<file path="src/rtl/pdec_pkg.sv">
package pdec_pkg;

  typedef enum logic [1:0] {
    PK_IDLE = 2'b00,
    PK_SET  = 2'b01,
    PK_CLR  = 2'b10,
    PK_BOTH = 2'b11
  } pulse_kind_e;

  function automatic pulse_kind_e classify(input logic set_b, input logic clr_b);
    logic [1:0] raw;
    raw = {clr_b, set_b};
    return pulse_kind_e'(raw);
  endfunction

endpackage

</file>
<file path="src/rtl/pdec_rst_sync.sv">
module pdec_rst_sync #(
  parameter int unsigned STAGES = 2
) (
  input  logic clk,
  input  logic arst_n,
  output logic srst_n
);

  generate
    if (STAGES == 0) begin : g_bypass
      assign srst_n = arst_n;
    end else if (STAGES == 1) begin : g_single
      logic q;
      always_ff @(posedge clk or negedge arst_n) begin
        if (!arst_n) q <= 1'b0;
        else         q <= 1'b1;
      end
      assign srst_n = q;
    end else begin : g_chain
      logic [STAGES-1:0] q;
      always_ff @(posedge clk or negedge arst_n) begin
        if (!arst_n) q <= '0;
        else         q <= {q[STAGES-2:0], 1'b1};
      end
      assign srst_n = q[STAGES-1];
    end
  endgenerate

endmodule

</file>
<file path="src/rtl/pdec_classify.sv">
module pdec_classify
  import pdec_pkg::*;
(
  input  logic        set_i,
  input  logic        clr_i,
  output pulse_kind_e kind_o,
  output logic        any_o
);

  always_comb begin
    kind_o = classify(set_i, clr_i);
    any_o  = (kind_o != PK_IDLE);
  end

endmodule

</file>
<file path="src/rtl/pdec_wdog.sv">
module pdec_wdog #(
  parameter int unsigned TIMEOUT_CYC = 625
) (
  input  logic clk,
  input  logic rst_n,
  input  logic any_pulse_i,
  output logic expired_o
);

  localparam int unsigned CW = $clog2(TIMEOUT_CYC + 1);
  localparam logic [CW-1:0] LIMIT = CW'(TIMEOUT_CYC);

  logic [CW-1:0] cnt_q, cnt_d;
  logic          exp_q, exp_d;
  logic          cnt_en;

  always_comb begin
    cnt_en = any_pulse_i || (cnt_q != LIMIT);
    if (any_pulse_i)          cnt_d = '0;
    else if (cnt_q != LIMIT)  cnt_d = cnt_q + 1'b1;
    else                      cnt_d = cnt_q;
    exp_d = !any_pulse_i && (cnt_d == LIMIT);
  end

  always_ff @(posedge clk or negedge rst_n) begin
    if (!rst_n) begin
      cnt_q <= '0;
      exp_q <= 1'b0;
    end else begin
      if (cnt_en) cnt_q <= cnt_d;
      exp_q <= exp_d;
    end
  end

  assign expired_o = exp_q;

endmodule

</file>
<file path="src/rtl/pdec_latch.sv">
module pdec_latch
  import pdec_pkg::*;
(
  input  logic        clk,
  input  logic        rst_n,
  input  pulse_kind_e kind_i,
  input  logic        expired_i,
  output logic        stored_o,
  output logic        conflict_o
);

  logic lvl_q, lvl_d;
  logic err_q, err_d;
  logic lvl_en;

  always_comb begin
    lvl_d = lvl_q;
    err_d = 1'b0;
    unique case (kind_i)
      PK_SET:  lvl_d = 1'b1;
      PK_CLR:  lvl_d = 1'b0;
      PK_BOTH: begin
        err_d = 1'b1;
        if (expired_i) lvl_d = 1'b1;
      end
      default: if (expired_i) lvl_d = 1'b1;
    endcase
    lvl_en = (lvl_d != lvl_q);
  end

  always_ff @(posedge clk or negedge rst_n) begin
    if (!rst_n) begin
      lvl_q <= 1'b1;
      err_q <= 1'b0;
    end else begin
      if (lvl_en) lvl_q <= lvl_d;
      err_q <= err_d;
    end
  end

  assign stored_o   = lvl_q;
  assign conflict_o = err_q;

endmodule

</file>
<file path="src/rtl/pulse_decoder.sv">
module pulse_decoder
  import pdec_pkg::*;
#(
  parameter int unsigned TIMEOUT_CYC = 625,
  parameter int unsigned SYNC_STAGES = 2
) (
  input  logic clk,
  input  logic rst_n,
  input  logic set_pulse_i,
  input  logic clr_pulse_i,
  output logic level_o,
  output logic wd_expired_o,
  output logic proto_err_o
);

  logic        rst_sync_n;
  pulse_kind_e kind;
  logic        any_pulse;
  logic        expired;
  logic        stored;

  pdec_rst_sync #(.STAGES(SYNC_STAGES)) u_rst (
    .clk    (clk),
    .arst_n (rst_n),
    .srst_n (rst_sync_n)
  );

  pdec_classify u_cls (
    .set_i  (set_pulse_i),
    .clr_i  (clr_pulse_i),
    .kind_o (kind),
    .any_o  (any_pulse)
  );

  pdec_wdog #(.TIMEOUT_CYC(TIMEOUT_CYC)) u_wd (
    .clk         (clk),
    .rst_n       (rst_sync_n),
    .any_pulse_i (any_pulse),
    .expired_o   (expired)
  );

  pdec_latch u_lat (
    .clk        (clk),
    .rst_n      (rst_sync_n),
    .kind_i     (kind),
    .expired_i  (expired),
    .stored_o   (stored),
    .conflict_o (proto_err_o)
  );

  assign level_o      = stored | expired;
  assign wd_expired_o = expired;

endmodule

</file>
<file path="config.mk">
export PLATFORM = sky130hd
export DESIGN_NAME = pulse_decoder
export DESIGN_NICKNAME = d
export VERILOG_FILES = /design/src/rtl/pdec_pkg.sv /design/src/rtl/pdec_rst_sync.sv /design/src/rtl/pdec_classify.sv /design/src/rtl/pdec_wdog.sv /design/src/rtl/pdec_latch.sv /design/src/rtl/pulse_decoder.sv
export SDC_FILE = /design/constraint.sdc
export NUM_CORES = 1
export LEC_CHECK = 0
export BUFFER_PORTS_ARGS = -buffer_cell sky130_fd_sc_hd__clkbuf_2
export CAP_MARGIN = 20
export CORE_MARGIN = 2
export CORE_UTILIZATION = 45
export DETAILED_ROUTE_END_ITERATION = 10
export HOLD_SLACK_MARGIN = 0.02
export PLACE_DENSITY = 0.65
export SETUP_SLACK_MARGIN = 0.02
export SYNTH_ARGS = -nofsm -noshare
export SYNTH_HDL_FRONTEND = slang
export SYNTH_HIERARCHICAL = 1
export SYNTH_SLANG_ARGS = --single-unit
</file>
<file path="constraint.sdc">
create_clock -name clk -period 0.8 [get_ports clk]
set_input_delay 0.04 -clock clk [delete_from_list [all_inputs] [get_ports clk]]
set_output_delay 0.04 -clock clk [all_outputs]
set_load 0.02 [all_outputs]
</file>
-- Word-level counts from Yosys, hierarchy flattened
Cells that the tools add are included.
W data, S select, Z words.
- register bits: 15
- bits of input ports: 4
- output and inout bits: 3
- add/subtract/negate cells: 1
- eq/ne operators: 6
- mux-type cells: 5
- bitwise operators: 1
- reduce and logical (&&, ||, !) cells: 4
- operators by type and width (operator ; number):
    $mux W10 ; 2
    $add A10 B1 Y10 const B ; 1
    $eq A10 B10 Y1 const B ; 1
    $ne A10 B10 Y1 const B ; 1
    $eq A2 B2 Y1 const B ; 2
    $eq A2 B1 Y1 const B ; 1
    $mux W1 ; 2
    $pmux W1 S2 ; 1
    $reduce_bool A2 Y1 ; 1
    $logic_and A1 B1 Y1 ; 1
    $logic_not A1 Y1 ; 1
    $logic_or A1 B1 Y1 ; 1
    $ne A1 B1 Y1 ; 1
    $or A1 B1 Y1 ; 1

-- Depth between registers and ports, before layout
Gate-level depths: netlist of the first run.
- depth after elaboration: 5
- gate-level depth with buffers: 6

-- Modules after synthesis
Netlist of the first run, hierarchy kept.
- by module, submodules not included (module ; times used ; cells each ; area an instance (sq um)):
    pdec_wdog ; 1 ; 68 ; 651.9
    pdec_latch ; 1 ; 8 ; 92.6
    pdec_rst_sync ; 1 ; 3 ; 53.8
    pdec_classify ; 1 ; 3 ; 21.3
    pulse_decoder ; 1 ; 1 ; 6.3

-- Least setup slack after synthesis of the first run
No wires, ideal clock.
- path type: reg-to-reg
- start: register u_wd.cnt_q[0]
- end: register u_wd.exp_q, in the netlist u_wd/expired_o
- arrival time: 1370 ps
- required time: 678 ps
- setup slack: -692 ps
- cell stages (with the launch flop): 6
- buffers on the path: 0
- clock period less this slack: 1492 ps
- cells stage by stage: dfrtp_1 -> ha_1 -> and2b_2 -> nand4_4 -> mux2_4 -> o2111a_1
- cells in the longest elaborated chain, start to end: 5
- elaborated cells on any way between the ends: 6
- those cells by class: 1 x add/sub; 2 x eq/ne; 2 x mux; 1 x reduce/logical
- RTL lines (element ; line ; text):
    start: declaration ; pdec_wdog.sv:13 ; logic [CW-1:0] cnt_q, cnt_d;
    start signal: assignment ; pdec_wdog.sv:30 ; if (cnt_en) cnt_q <= cnt_d;
    $add A10 B1 Y10 / $ne A10 B10 Y1 (equally long branches) ; pdec_wdog.sv:20 ; else if (cnt_q != LIMIT) cnt_d = cnt_q + 1'b1;
    $mux W10 (*) ; pdec_wdog.sv:20 ;
    $mux W10 (*) ; pdec_wdog.sv:19 ; if (any_pulse_i) cnt_d = '0;
    $eq A10 B10 Y1 (*) ; pdec_wdog.sv:22 ; exp_d = !any_pulse_i && (cnt_d == LIMIT);
    $logic_and A1 B1 Y1 (*) ; pdec_wdog.sv:22 ;
    named net u_wd.exp_d ; pdec_wdog.sv:14 ; logic exp_q, exp_d;
    end signal: assignment ; pdec_wdog.sv:31 ; exp_q <= exp_d;
    end: declaration ; pdec_wdog.sv:14 ;
The timed path passes the listed nets; every way through them passes the cells marked *.
A chain may end at the register's enable or synchronous reset.

-- Worst setup path after layout of the first run
- start: register u_wd.cnt_q[1]
- end: register u_wd.exp_q, in the netlist u_wd/expired_o
Same word-level chain as after synthesis.

==> results of run 1 <==
path summary, 6_finish.rpt:
check / start / to / slack (ns)
setup reg to reg: u_wd/cnt_q[1] / u_wd/expired_o / -0.71
setup / recovery: u_wd/cnt_q[1] / u_wd/expired_o / -0.71
max in group asynchronous: u_rst/g_chain.q[1] / u_lat/stored_o / 0.42
hold reg to reg: u_rst/g_chain.q[1] / u_wd/cnt_q[5] / 0.16
hold / removal: rst_n / u_rst/g_chain.q[0] / 0.04
min in group clk: clr_pulse_i / u_lat/conflict_o / 0.08
sequential cells by signal (all words and copies together), names as in the netlist:
| register | flops |
|---|---|
| u_lat/conflict_o | 1 |
| u_lat/stored_o | 1 |
| u_wd/cnt_q | 10 |
| u_rst/g_chain.q | 2 |
| u_wd/expired_o | 1 |
power groups by stage:
stage	registers, uW	logic (uW)	clock network, uW
detailed placement	811	155	0
global placement	810	153	0
floorplan	824	79.5	0
finish	806	228	461
CTS	796	188	457
global route	809	246	480
through the flow:
| stage | power [uW] | setup WS (ns) | area, sq um |
|---|---|---|---|
| 2_1_floorplan | 903.3 | -0.6444 | 837.1 |
| 4_1_cts | 1441 | -0.6489 | 1211 |
| 3_5_place_dp | 966.2 | -0.6765 | 1067 |
| 3_3_place_gp | 962.5 | -0.6387 | 1067 |
| 6_report | 1495 | -0.7146 | 1286 |
| 5_1_grt | 1535 | -0.7647 | 1286 |
cells by family after synthesis:
kind of cell / share of synthesized area, %
adder cells (fa/ha/maj): 6.061
XOR/XNOR: 5.303
other: 0.4541
multiplexers: 1.818
flip-flops: 45.61
buffers and inverters: 4.089
AND/OR/NAND/NOR: 24.85
AO/OA/AOI/OAI: 11.82
layout make-up:
| class | instances | area [sq um] |
|---|---|---|
| multi-input cells | 61 | 500.5 |
| fillers | 120 | 440.4 |
| flip-flops and latches | 15 | 379.1 |
| repair buffers | 40 | 332.8 |
| well taps | 25 | 31.28 |
| clock buffers | 3 | 22.52 |
| inverters | 4 | 15.01 |
| clock inverters | 1 | 5.005 |
layer usage:
metal	track usage [%]	part of all wire, %	up-vias
li1	-	-	365
met1	26.09	40	382
met2	40.55	54	19
met3	5.385	3.6	6
met4	10.00	2.6	0
met5	0	0	-
repair_timing:
item,4_1_cts,5_1_grt
cloned,0,0
endpoints found under the hold margin,2,0
endpoints found under the setup margin,15,15
gates resized for setup,16,16
hold buffers,1,0
pin swaps,7,6
buffers inserted,6,3
cell usage in the layout, fill, tap and decap left out, types with 2 or more instances in the layout:
cell type  count
a21oi_1        3
buf_4         28
buf_6          6
buf_8          2
clkbuf_2       3
clkbuf_4       3
dfrtp_1       12
dfrtp_2        2
ha_1           2
ha_4           2
inv_1          3
nand2_1        4
nand3_1        2
nor2_1        10
nor2_4         2
nor2b_1        2
o21ai_0        2
xor2_1         4
worst register-to-register path, stage by stage, from the launching register on:
cell and delay, ns:
dfrtp_2 0.47, inv_2 0.10, ha_4 0.12, and2b_2 0.16, nand4_4 0.11, mux2_4 0.32, o2111a_1 0.13
==> impl_metrics.tcl, run 1 <==
set metrics [dict create \
    power_leakage_uw 0.0005918 \
    fin_setup_tns_ns -6.874 \
    cap_viol_max_count 0 \
    syn_nets 91 \
    num_vias 772 \
    synth_edf_count 0 \
    drv_slew 0 \
    initial_utilization_pct 47.83 \
    cts_buffers 3 \
    fin_util_pct 74.49 \
    synth_common_cells "14 x dfrtp_1, 12 x nor2_1, 5 x a21oi_1, 5 x nand2_1" \
    yosysTopAreaCellShare_pct 42.42 \
    powerDensity_nw_per_um2 1163 \
    tritoncts "built" \
    clock-skew-final_ns 0.01096 \
    clk_latency_ns 0.30 \
    syn_area_sq_um 825.8 \
    overflow 0 \
    syn_to_final_growth_pct 55.76 \
    yosysWarnings 6 \
    fin_crit_ns 1.515 \
    cts.sinks 15 \
    ctsHtreeMaxLevel 1 \
    hold_violations 0 \
    grt_pass1_wl_microns 3291 \
    crit_required_ns 1.00 \
    num_antenna_cells 0 \
    core_sq_um 1727 \
    grt_usage_pct 22.88 \
    ys_seq_area_share_pct 45.61 \
    p_int_uw 1092 \
    yosys.cell_types.count 34 \
    dp_hpwl_microns 1338 \
    min_path_type "in -> async" \
    cp.arrival_ns 1.71 \
    slowest_delay_ns 0.47 \
    status "finished with violations" \
    cp-start-kind "register" \
    post-route-period-util_pct 189.3 \
    port-buffer-count 6 \
    gp_congestion 0.8967 \
    root_buffer "clkbuf_4" \
    path_max_fanout 4 \
    netlist_instances 83 \
    postSynth.asyncResetShare_pct 100.0 \
    wl_per_cell_microns 15.87 \
    r2r_cells 6 \
    setup-violations-final 14 \
    end_kind "register" \
    holdWs_ns 0.04457 \
    drtIter0Drc 9 \
    critical_path.slowest_cell "dfrtp_2" \
    clkPwrFrac_pct 30.8 \
    synth_most_common_cell "dfrtp_1" \
    row_count 15 \
    sw_frac_of_total_pct 27.00 \
    p_sw_uw 403.8 \
    drtAntennaViolNets 0 \
    grt_pass1_vias 741 \
    synth_top_cell_by_area "dfrtp_1" \
    critPathTopFamily "flip-flops" \
    ys_ff_latch 15 \
    grt_max_degree 10 \
    peakVddDrop_mv 1.331 \
    yosys_most_used_dff "dfrtp_1" \
    path_buf_inv 1 \
    criticalPathCategory "reg -> reg" \
    path_cells "inv_2 -> ha_4 -> and2b_2 -> nand4_4 -> mux2_4 -> o2111a_1" \
    netlist_top_cells_area "dfrtp_1 42%, ha_1 6.1%, nor2_1 5.5%, xor2_1 4.2%, dfstp_2 3.2%" \
    grt_setup_unrepaired "yes" \
    antenna_found_initial 0 \
    clockBufferDepth 2 \
    instances_no_fill 149 \
    layout-drive-gt1-share_pct 53.23 \
    post-route-drc-count 0 \
    clock.fmax_mhz 660.2 \
    violations "negative setup slack" \
    die_x_microns 46.84 \
    path_depth 6 \
    final_nets 133 \
    dp.cells 136 \
    p_seq_share_pct 53.9 \
    post_drt_via_cell_ratio 5.181 \
    dr.pass1.iters 4 \
    fp.dieH_microns 46.84 \
    die-area_sq_um 2194 \
    cts.clk_slew.worst_paths_ns 0.10 \
    avgSynthCellArea_sq_um 9.949 \
    fin_ws_ns -0.7146 \
    comb_power_share_pct 15.3 \
    wl_microns 2364 \
    design.portCount 7 \
]
Note: power is estimated with default switching activity, not from simulation.
==> run 2, diff against run 1 <==
--- a/config.mk
+++ b/config.mk
@@ -11,7 +11,6 @@
 export CORE_UTILIZATION = 45
 export DETAILED_ROUTE_END_ITERATION = 10
 export HOLD_SLACK_MARGIN = 0.02
-export PLACE_DENSITY = 0.65
 export SETUP_SLACK_MARGIN = 0.02
 export SYNTH_ARGS = -nofsm -noshare
 export SYNTH_HDL_FRONTEND = slang
==> constraint.sdc (replaced) <==
create_clock -name clk -period 1.5 [get_ports clk]
set_input_delay 0.075 -clock clk [delete_from_list [all_inputs] [get_ports clk]]
set_output_delay 0.075 -clock clk [all_outputs]
set_load 0.02 [all_outputs]
==> run 2 against run 1 <==
The run now ends clean. Clock skew shrank 0.0050 ns. Cell area shrank 23%. First-iteration DRC count shrank 11%. Non-clock buffer count shrank 25. Sequential share of layout area grew 8.6 points. Via count shrank 21%. Sequential cell count is the same. Critical path depth shrank 1. Worst hold slack lost 0.0051 ns. Sequential power shrank 47%. Critical endpoint unchanged. Highest routed layer unchanged.
==> impl_metrics.tcl, run 2 (synthesis gave the netlist of run 1 again) <==
set metrics [dict create \
    status "completed" \
    overflow 0 \
    syn_to_final_growth_pct 20.30 \
    dr.pass1.iters 3 \
    largest_register_ffs 10 \
    powerDensity_nw_per_um2 736.8 \
    drv_slew 0 \
    cts.clk_slew.worst_paths_ns 0.09 \
    die_x_microns 46.84 \
    path_max_fanout 5 \
    root_buffer "clkbuf_4" \
    power_uw 732.0 \
    min_path_type "in -> reg" \
    max_slew.worst_pin.slew_ns 0.5142 \
    port-buffer-count 6 \
    fin_ws_ns 0.03582 \
    grt_usage_pct 16.51 \
    mostFrequentLayoutCell "dfrtp_1" \
    path_buf_inv 0 \
    drtAntennaViolNets 0 \
    clock-skew-final_ns 0.005925 \
    cts.sinks 15 \
    grt_setup_unrepaired "yes" \
    layout-drive-gt1-share_pct 32.32 \
    core_sq_um 1727 \
    num_antenna_cells 0 \
    fin_crit_ns 1.464 \
    reg_top3 "u_wd/cnt_q (10), u_rst/g_chain.q (2)" \
    design.portCount 7 \
    critical_path.slowest_cell "dfrtp_2" \
    cap_viol_max_count 0 \
    initial_utilization_pct 47.83 \
    num_vias 608 \
    clockBufferDepth 2 \
    grt_pass1_wl_microns 2518 \
    routedLengthMet1_microns 711 \
    final_cell_mix "13 x dfrtp_1, 12 x nor2_1, 8 x buf_4" \
    grt_pass1_vias 573 \
    criticalPathCategory "reg -> reg" \
    wl_met2_microns 699 \
    drtIter0Drc 8 \
    power_leakage_uw 0.0004518 \
    grt_max_degree 14 \
    holdWs_ns 0.03949 \
    slew-limit-headroom_pct 65.72 \
    ctsHtreeMaxLevel 1 \
    wl_per_cell_microns 11.84 \
    path_cells "ha_4 -> and2b_2 -> nand4_4 -> mux2_4 -> o2111a_1" \
    post-route-period-util_pct 97.61 \
    peakVddDrop_mv 0.6609 \
    antenna_found_initial 0 \
    hold_violations 0 \
    end_kind "register" \
    die-area_sq_um 2194 \
    cp.arrival_ns 1.65 \
    dr_wl_met3_microns 27 \
    post_drt_via_cell_ratio 4.903 \
    cts_buffers 3 \
    fp.dieH_microns 46.84 \
    clock.fmax_mhz 683.0 \
    crit_required_ns 1.69 \
    largest_register "u_wd/cnt_q" \
    row_count 15 \
    tritoncts "built" \
    dp_hpwl_microns 1104 \
    setup-violations-final 0 \
    clk_latency_ns 0.29 \
    gp_congestion 0.8414 \
    routed.top_layer "met4" \
    fillerInstances 162 \
    slowest_delay_ns 0.46 \
    final_nets 108 \
    post-route-drc-count 0 \
    dpl_worst_slack_ns -0.00003031 \
    wl_microns 1468 \
    cp-start-kind "register" \
    critPathTopFamily "flip-flops" \
]
==> run 2: cell count changes in the layout (fill, tap and decap cells not counted), sizes merged <==
cell,change
clkbuf,+3
buf,-28
==> run 2: what timing repair did <==
item / 4_1_cts / 5_1_grt
setup buffers: 1 / 0
endpoints found under the setup margin: 1 / 5
hold buffers: 1 / 0
endpoints found under the hold margin: 2 / 0
pin swaps: 1 / 1
resized for setup: 2 / 5
==> run 2: cell type report <==
cell class                      count  area, sq um  share of cell area [%]
Timing Repair Buffer               15        100.1                   10.08
Inverter                            4        15.01                   1.511
Tap cell                           25        31.28                   3.149
Clock buffer                        3        22.52                   2.267
Sequential cell                    15        377.9                   38.04
Clock inverter                      1        5.005                  0.5038
Multi-Input combinational cell     61        441.7                   44.46
==> run 2: stage by stage <==
| stage | setup TNS, ns | util (%) | std cells | cell area, sq um |
|---|---|---|---|---|
| after floorplan | 0 | - | 83 | 827.0 |
| after global placement | 0 | 53.41 | 118 | 922.1 |
| after detailed placement | -0.00003031 | 53.41 | 118 | 922.1 |
| after CTS | 0 | 56.38 | 124 | 973.4 |
| after global routing | -0.02721 | 57.54 | 124 | 993.5 |
| final | 0 | 57.54 | 124 | 993.5 |
==> run 2: per-layer routing <==
layer  up-vias  GRT usage (%)
met5         -              0
met4         0          8.333
met3         2          3.462
met2         5          23.84
met1       287          23.28
li1        314              -
==> run 2: path summary, 6_finish.rpt <==
| path | cells past startpoint | startpoint | end | slack [ns] |
|---|---|---|---|---|
| min | 2 | clr_pulse_i | u_lat/conflict_o | 0.04 |
| max | 5 | u_wd/cnt_q[0] | u_wd/expired_o | 0.04 |
| max in group asynchronous | 0 | u_rst/g_chain.q[1] | u_wd/cnt_q[0] | 0.92 |
| max reg2reg | 5 | u_wd/cnt_q[0] | u_wd/expired_o | 0.04 |
| min reg2reg | 0 | u_rst/g_chain.q[1] | u_wd/expired_o | 0.21 |
| min in group asynchronous | 2 | rst_n | u_rst/g_chain.q[0] | 0.09 |
==> run 2: worst reg2reg max path: stages (launching register included) <==
cell and delay [ns]:
dfrtp_2 0.46, ha_4 0.17, and2b_2 0.21, nand4_4 0.08, mux2_4 0.31, o2111a_1 0.14
==> run 2: where the power goes <==
| group | total, uW | internal (uW) | leakage, uW | switching [uW] |
|---|---|---|---|---|
| logic | 66.0 | 30.9 | 0.000236 | 35.1 |
| registers | 431 | 418 | 0.000198 | 12.9 |
| clock network | 235 | 99.3 | 0.0000177 | 136 |
==> run 3, diff against run 2 <==
--- a/config.mk
+++ b/config.mk
@@ -11,6 +11,7 @@
 export CORE_UTILIZATION = 45
 export DETAILED_ROUTE_END_ITERATION = 10
 export HOLD_SLACK_MARGIN = 0.02
+export REMOVE_ABC_BUFFERS = 1
 export SETUP_SLACK_MARGIN = 0.02
 export SYNTH_ARGS = -nofsm -noshare
 export SYNTH_HDL_FRONTEND = slang
==> run 3 against run 2 <==
Largest power group unchanged. Worst setup slack worse by 0.0090 ns. Largest cell class unchanged. First-iteration DRC count is 63% lower. Sequential share of layout area fell by 0.46 points. Count of clock-buffer cells in the layout unchanged. Sequential cell count is the same. Highest routed layer unchanged. Maximum frequency is 0.61% lower. Core utilization up 0.51 points. Critical endpoint unchanged. Sequential power barely moved.
==> impl_metrics.tcl, run 3 (synthesis gave the netlist of run 1 again) <==
set metrics [dict create \
    status "completed" \
    placed_area_sq_um 935.9 \
    post-route-drc-count 0 \
    initial_utilization_pct 47.83 \
    die-area_sq_um 2194 \
    port-buffer-count 6 \
    ctsHtreeMaxLevel 1 \
    mostFrequentLayoutCell "dfrtp_1" \
    holdPathStages 2 \
    hold_violations 0 \
    final_cell_mix "14 x dfrtp_1, 12 x nor2_1, 10 x buf_4" \
    root_buffer "clkbuf_4" \
    clock.fmax_mhz 678.8 \
    power_leakage_uw 0.0004623 \
    core_sq_um 1727 \
    drtIter0Drc 3 \
    drv_slew 0 \
    cap_viol_max_count 0 \
    post-route-period-util_pct 98.21 \
    peakVddDrop_mv 0.5213 \
    grt_max_degree 14 \
    grt_setup_unrepaired "yes" \
    slew-limit-headroom_pct 64.32 \
    clockBufferDepth 2 \
    row_count 15 \
    min_path_type "in -> reg" \
    fp.dieH_microns 46.84 \
    dr.pass1.iters 4 \
    syn_to_final_growth_pct 21.36 \
    drtAntennaViolNets 0 \
    cp-start-kind "register" \
    wl_per_cell_microns 12.75 \
    grt_usage_pct 18.55 \
    num_antenna_cells 0 \
    finalInstanceArea_sq_um 1002 \
    setup-violations-final 0 \
    num_vias 654 \
    instances_no_fill 126 \
    fin_ws_ns 0.02682 \
    dp.cells 120 \
    fin_crit_ns 1.473 \
    max_slew.worst_pin.slew_ns 0.5352 \
    largest_register "u_wd/cnt_q" \
    criticalPathCategory "reg -> reg" \
    path_max_fanout 5 \
    dp_hpwl_microns 1201 \
    end_kind "register" \
    powerDensity_nw_per_um2 721.0 \
    clk_latency_ns 0.27 \
    gp_congestion 0.7823 \
    antenna_found_initial 0 \
    fillerInstances 154 \
    r2r_cells 5 \
    grt_pass1_vias 612 \
    die_x_microns 46.84 \
    crit_required_ns 1.66 \
    cts_buffers 3 \
    design.portCount 7 \
    post_drt_via_cell_ratio 5.190 \
    tritoncts "built" \
    cts.sinks 15 \
    largest_register_ffs 10 \
    layout-drive-gt1-share_pct 31.68 \
    cts.clk_slew.worst_paths_ns 0.09 \
    overflow 0 \
    final_nets 110 \
    dpl_worst_slack_ns 0.005431 \
    cp.arrival_ns 1.64 \
    grt_pass1_wl_microns 2829 \
    reg_top3 "u_wd/cnt_q (10), u_rst/g_chain.q (2)" \
    wl_microns 1607 \
    clock-skew-final_ns 0.0009761 \
]
==> run 3: final timing paths <==
path	start	end	slack, ns
worst max-delay path	u_wd/cnt_q[0]	u_wd/expired_o	0.03
max in group asynchronous	u_rst/g_chain.q[1]	u_lat/stored_o	0.91
worst min register to register	u_rst/g_chain.q[1]	u_wd/cnt_q[6]	0.22
worst max register to register	u_wd/cnt_q[0]	u_wd/expired_o	0.03
worst min-delay path	clr_pulse_i	u_lat/conflict_o	0.06
min in group asynchronous	rst_n	u_rst/g_chain.q[1]	0.11
==> run 3: cell type report <==
type	instances	area [sq um]	area share [%]
timing repair buffer	17	115.1	11.49
clock buffer	3	22.52	2.247
tap	25	31.28	3.121
inverter	4	15.01	1.498
sequential	15	376.6	37.58
multi-input combinational	61	436.7	43.57
clock inverter	1	5.005	0.4994
==> run 3: report_power, final <==
part	internal, uW	total [uW]	switching, uW
combinational	30.7	67.0	36.3
sequential	418	430	12.5
clock	98.7	225	127
total	547	723	175
==> run 3: stage by stage <==
step | hold WS (ns) | setup TNS [ns] | util (%) | total power, uW
3_5_place_dp | -0.1384 | 0 | 54.20 | 501.1
4_1_cts | 0.05841 | 0 | 57.17 | 734.4
3_3_place_gp | -0.1402 | 0 | 54.20 | 500.1
5_1_grt | 0.08676 | -0.03723 | 58.04 | 757.7
2_1_floorplan | -0.2206 | 0 | - | 471.9
6_report | 0.05962 | 0 | 58.04 | 722.6
==> run 3: worst max-delay path, stage by stage (launching register included) <==
cell	delay, ns
dfrtp_1	0.43
ha_2	0.18
and2b_2	0.21
nand4_4	0.09
mux2_4	0.31
o2111a_1	0.14
==> run 3: what timing repair did <==
action                     4_1_cts  5_1_grt
setup buffers                    1        0
setup endpoints to repair        1        3
hold endpoints to repair         2        0
hold buffers                     1        0
pin swaps                        2        0
gates resized for setup          3        3
==> run 3: routing by layer <==
metal,vias up,track usage [%],wire length (microns)
met5,-,0,0
met4,0,6.667,12
met3,2,2.308,80
met2,16,27.12,763
met1,316,28.22,750
li1,320,-,-
